### src/rtl/ccd_sample_timing.sv
module ccd_sample_timing #(
  parameter int PIX_W = 13,
  parameter logic [3:0] DEF_CLAMP_ON  = 4'd1,
  parameter logic [3:0] DEF_CLAMP_OFF = 4'd4,
  parameter logic [3:0] DEF_VIDEO_ON  = 4'd8,
  parameter logic [3:0] DEF_VIDEO_OFF = 4'd11,
  parameter logic [3:0] DEF_CONV_ON   = 4'd12,
  parameter logic [3:0] DEF_CONV_OFF  = 4'd15,
  parameter int DEF_LINE_LEN  = 5000,
  parameter int DEF_BLACK_CNT = 18
) (
  input  logic             clk,
  input  logic             rst,
  input  logic             line_start,
  input  logic [3:0]       cfg_clamp_on,
  input  logic [3:0]       cfg_clamp_off,
  input  logic [3:0]       cfg_video_on,
  input  logic [3:0]       cfg_video_off,
  input  logic [3:0]       cfg_conv_on,
  input  logic [3:0]       cfg_conv_off,
  input  logic [PIX_W-1:0] cfg_line_len,
  input  logic [PIX_W-1:0] cfg_black_cnt,
  input  logic             cfg_continuous,
  output logic             clamp_smp,
  output logic             video_smp,
  output logic             conv_clk
);
  localparam int PH_W = 4;
  localparam logic [PH_W-1:0] PH_LAST = '1;

  logic [PH_W-1:0]  phase, ph_inc;
  logic [PIX_W-1:0] pix;
  logic             active;

  logic [PH_W-1:0]  s_clamp_on, s_clamp_off, s_video_on, s_video_off, s_conv_on, s_conv_off;
  logic [PIX_W-1:0] s_line_len, s_black_cnt;
  logic             s_cont;

  function automatic logic in_win(input logic [PH_W-1:0] p, on, off);
    return (on <= off) ? (p >= on && p < off) : (p >= on || p < off);
  endfunction

  logic running, clamp_ok, last_pix;
  assign running  = active | s_cont;
  assign clamp_ok = s_cont | (pix < s_black_cnt);
  assign last_pix = (pix + 1'b1) == s_line_len;
  assign ph_inc   = phase + 1'b1;

  always_ff @(posedge clk) begin
    if (rst) begin
      phase       <= '0;
      pix         <= '0;
      active      <= 1'b0;
      clamp_smp   <= 1'b0;
      video_smp   <= 1'b0;
      conv_clk    <= 1'b0;
      s_clamp_on  <= DEF_CLAMP_ON;
      s_clamp_off <= DEF_CLAMP_OFF;
      s_video_on  <= DEF_VIDEO_ON;
      s_video_off <= DEF_VIDEO_OFF;
      s_conv_on   <= DEF_CONV_ON;
      s_conv_off  <= DEF_CONV_OFF;
      s_line_len  <= PIX_W'(DEF_LINE_LEN);
      s_black_cnt <= PIX_W'(DEF_BLACK_CNT);
      s_cont      <= 1'b0;
    end else begin
      clamp_smp <= running & clamp_ok & in_win(phase, s_clamp_on, s_clamp_off);
      video_smp <= running & in_win(phase, s_video_on, s_video_off);
      conv_clk  <= running & in_win(phase, s_conv_on, s_conv_off);
      if (line_start) begin
        phase       <= '0;
        pix         <= '0;
        active      <= 1'b1;
        s_clamp_on  <= cfg_clamp_on;
        s_clamp_off <= cfg_clamp_off;
        s_video_on  <= cfg_video_on;
        s_video_off <= cfg_video_off;
        s_conv_on   <= cfg_conv_on;
        s_conv_off  <= cfg_conv_off;
        s_line_len  <= cfg_line_len;
        s_black_cnt <= cfg_black_cnt;
        s_cont      <= cfg_continuous;
      end else begin
        phase <= running ? ph_inc : '0;
        if (active && phase == PH_LAST) begin
          if (last_pix) begin
            active <= 1'b0;
            pix    <= '0;
          end else begin
            pix <= pix + 1'b1;
          end
        end
      end
    end
  end

  assert_reset_quiet_R1: assert property (@(posedge clk)
    rst |=> (!clamp_smp && !video_smp && !conv_clk));

  assert_phase_step_R2: assert property (@(posedge clk) disable iff (rst)
    (running && !line_start) |=> phase == $past(ph_inc));

  assert_idle_quiet_R7: assert property (@(posedge clk) disable iff (rst)
    (!running && !line_start) |=> (!clamp_smp && !video_smp && !conv_clk));

  assert_clamp_allowed_R5: assert property (@(posedge clk) disable iff (rst)
    clamp_smp |-> $past(clamp_ok && running));

  assert_cfg_hold_R9: assert property (@(posedge clk) disable iff (rst)
    !line_start |=> ($stable(s_line_len) && $stable(s_black_cnt) && $stable(s_cont)
                     && $stable(s_clamp_on) && $stable(s_video_off)));
endmodule

### config.mk
export PLATFORM = sky130hd
export DESIGN_NAME = ccd_sample_timing
export DESIGN_NICKNAME = d
export VERILOG_FILES = /design/src/rtl/ccd_sample_timing.sv
export SDC_FILE = /design/constraint.sdc
export NUM_CORES = 1
export LEC_CHECK = 0
export ABC_AREA = 1
export BUFFER_PORTS_ARGS = -buffer_cell sky130_fd_sc_hd__clkbuf_2
export CAP_MARGIN = 20
export CORE_MARGIN = 2
export CORE_UTILIZATION = 49
export DETAILED_ROUTE_END_ITERATION = 10
export PLACE_DENSITY = 0.67
export SLEW_MARGIN = 10
export SYNTH_ARGS = -nofsm -noshare
export SYNTH_HDL_FRONTEND = slang
export SYNTH_SLANG_ARGS = --single-unit
### constraint.sdc
create_clock -name clk -period 4.05 [get_ports clk]
set_input_delay 1.0125 -clock clk [delete_from_list [all_inputs] [get_ports clk]]
set_output_delay 1.0125 -clock clk [all_outputs]
set_load 0.05 [all_outputs]
==> results.txt <==
----------------------------------------------------
[Timing]
  Clock skew ... 0.00752 ns
  Setup ws final ... roughly 1.7 ns
  F_max ... roughly 430 MHz
  Max-slew violation count ... 0
  RSZ-0062 raised after global routing ... false
  Worst Tran Pin Value ... roughly 0.99 ns
  Final setup fails ... 0
  TNS Setup ... 0 ns
  Relative slew slack ... between 30% and 40%
  Number of failing hold endpoints at the final stage ... 0
  Time the final worst path needs with I/O delays and setup ... 2.35 ns
  Final cycle utilization of the critical path ... slightly below 60%

[GRT]
  Via count of the first global-routing pass ... ~3700
  Congestion Overflow GR ... 0
  Largest net degree at the start of global routing ... 43
  Overall routing resource usage ... approximately 23%
  Number of antenna violations at the first check in global routing ... 0
  Wire length of the first global-routing pass ... ~16 mm

[Yosys]
  Top cell types by occurrence after synthesis ... nand2_1 (105), a21oi_1 (81), inv_1 (78), dfxtp_1 (72), o21ai_0 (62)
  Number of enable flip-flop cells after synthesis ... 0
  Library cell occupying the most area in the post-synthesis netlist ... dfxtp_1
  Cell count after synthesis ... around 580
  Register bit count reported by yosys ... between 70 and 80
  Cell with the most instances after synthesis ... nand2_1
  Synth Flop Type ... dfxtp_1
  Share of the synthesized area in the top cell type ... a little over a third
  Post-Syn Area ... about 4100 µm²
  Most area-consuming cells after synthesis ... dfxtp_1 (35%), ha_1 (14%), a21oi_1 (9.9%)
  Post-synthesis net count ... approximately 680
  Syn. warnings ... 0
  Count of cell types in the netlist ... 29
  Post-Syn Area per Cell ... 7.12 µm²
  Proportion of register bits with asynchronous set or reset after synthesis ... 0%
  Sequential share of the synthesized area ... between 30% and 40%

[Floorplanning]
  Die boundary height ... approximately 96 µm
  Die outline area ... about 9100 µm²
  Count of boundary I/O pins ... 57
  Area of the placeable core ... ~8000 µm²
  Initial standard-cell utilization of the core ... 50.3%
  Number of standard-cell rows in the floorplan ... 33
  Chip width ... between 90 and 100 µm

[Final layout]
  Diode count ... 0
  Ratio of cells with drive above 1 in the final layout ... ~14%
  Final instance area ... approximately 4700 µm²
  Layout overhead on the synthesized area ... 15.1%
  Number of standard cells in the final layout excluding fillers ... 738
  Total number of nets in the final design ... roughly 730

[Placed design]
  Inst Count DP ... between 700 and 800
  Worst-case setup slack after placement ... around 1.4 ns
  Buffers on Ports ... 56
  Routability Congestion ... 0.921
  Half-perimeter wire length after placement ... roughly 7.4 mm
  Standard cell area after detailed placement ... roughly 4500 µm²

[Critical path]
  Highest net fanout along the worst path ... 22
  Worst Path Required ... ~4.3 ns
  Peak per-stage delay on the critical path ... approximately 0.58 ns
  Arrival time worst endpoint ... 2.57 ns
  Endpoint type of the worst setup path ... flop
  Top Family by Delay on Critical Path ... simple AND/OR/NAND/NOR gates
  Max stage delay cell, worst path ... nand3_1
  Chain of cells forming the critical path ... ha_1 > nand2_1 > inv_1 > nand3_1 > inv_1 > nand3_1 > nand2_1 > a21oi_1
  Type of the worst setup path ... flop to flop
  R2R Setup Slk ... 1.70 ns
  Critical path buffers and inverters ... 2
  Crit path launch type ... flop

[CTS]
  CTS buffer count ... 9
  Worst-case clock buffer depth ... 2
  CTS Hold Buffers Added ... 0
  H-tree levels ... 3
  Clock edge transition at the registers on the reported setup and hold paths ... 0.08 ns
  Cts repair resizes ... 0
  Clock latency of the later-clocked register in the worst-skew pair ... 0.35 ns
  Total clock sinks ... 72
  Cell at the root of the clock tree ... clkbuf_8
  Number of setup buffers added after CTS ... 0
  Clock tree from TritonCTS ... done

[Power and ir drop]
  Leakage power of the design ... 2.29 nW
  Power density over the cells ... 367 nW/µm²
  Worst VDD drop ... 192 µV

[Route]
  First DRT Iteration DRCs ... 130
  Sum of routed wire length over all layers ... 9.80 mm
  Detailed Routing Iterations Pass 1 ... 4
  Count of antenna-violating nets left after detailed routing ... 0
  Wire length per cell ... ~13 µm
  Post-DR vias/cell ... approximately 5.2
  Remaining DRCs ... 0
  Routed vias ... about 3900

[Flow run]
  Maxcap violations ... 0

[Hold path]
  Worst hold path class ... flop to flop

[Run status]
  Run status ... complete, no violations

----------------------------------------------------
[metal layers]
metal / up-vias / global-route usage, % / share of wire, %
li1: 2029 / - / -
met1: 1746 / 27.8 / 44
met2: 70 / 40.8 / 50
met3: 17 / 4.58 / 3.9
met4: 0 / 7.62 / 2.1
met5: - / 0 / 0
[cells by family after synthesis]
logic type	count (synthesis)	share of synthesized area (%)
simple gates	201	21.1
compound gates	158	20.2
buf+inv	98	8.94
flops	72	35.0
fa+ha+maj	47	14.3
xor+xnor	2	0.426
[final cells by class]
cell class,instances,area [µm²]
Inverter,79,297
Multi-Input combinational cell,408,2300
Sequential cell,72,1440
Fill cell,798,3440
Clock inverter,7,143
Clock buffer,9,124
Timing Repair Buffer,58,295
Tap cell,105,131
[per-stage QoR]
| stage | power [mW] | util (%) | hold slack (ns) |
|---|---|---|---|
| after floorplan | 0.920 | - | 0.430 |
| after global placement | 0.981 | 54.7 | 0.441 |
| after detailed placement | 0.989 | 54.7 | 0.457 |
| after CTS | 1.75 | 57.9 | 0.475 |
| after global routing | 1.82 | 57.9 | 0.503 |
| final | 1.74 | 57.9 | 0.471 |
[sequential cells by signal (all words and copies together) (netlist names)]
name	count
s_video_on	4
s_cont	1
s_video_off	4
s_conv_on	4
s_line_len	13
video_smp	1
conv_clk	1
clamp_smp	1
s_conv_off	4
s_black_cnt	13
active	1
s_clamp_on	4
phase	4
pix	13
s_clamp_off	4
[final timing paths]
| check | from | to | cells after the start |
|---|---|---|---|
| max | phase[1]$_SDFF_PP0_ | active$_SDFFE_PP0P_ | 8 |
| min reg2reg | s_black_cnt[3]$_SDFFE_PP0P_ | s_black_cnt[3]$_SDFFE_PP0P_ | 2 |
| max reg2reg | phase[1]$_SDFF_PP0_ | active$_SDFFE_PP0P_ | 8 |
| min | s_black_cnt[3]$_SDFFE_PP0P_ | s_black_cnt[3]$_SDFFE_PP0P_ | 2 |
[worst min-delay path, stage by stage, from the launching register on]
cell and delay, ns:
dfxtp_1 0.30, inv_1 0.06, a21oi_1 0.06
[report_power, final]
| group | internal (mW) | total [mW] | leakage, nW | switching, mW |
|---|---|---|---|---|
| clock | 0.474 | 0.765 | 0.134 | 0.291 |
| combinational | 0.0808 | 0.207 | 1.56 | 0.126 |
| sequential | 0.747 | 0.765 | 0.595 | 0.0184 |
| total | 1.30 | 1.74 | 2.29 | 0.435 |
[cell usage in the layout, fill, tap and decap left out, types with 2 or more instances in the layout]
| cell | synthesis | layout |
|---|---|---|
| nand2_1 | 105 | 105 |
| a21oi_1 | 81 | 81 |
| inv_1 | 78 | 78 |
| dfxtp_1 | 72 | 72 |
| o21ai_0 | 62 | 62 |
| clkbuf_2 | 0 | 56 |
| ha_1 | 47 | 47 |
| nor2_1 | 40 | 40 |
| nand3_1 | 37 | 37 |
| clkbuf_8 | 0 | 9 |
| a21boi_0 | 6 | 6 |
| nor2_2 | 4 | 4 |
| o211ai_1 | 4 | 4 |
| bufinv_16 | 0 | 4 |
| nor3_1 | 3 | 3 |
| nand2_2 | 2 | 2 |
| nor2_4 | 2 | 2 |
| nand4_1 | 2 | 2 |
| nand3b_1 | 2 | 2 |
| a32oi_1 | 2 | 2 |
| buf_4 | 0 | 2 |
(Power assumes the default switching activity.)
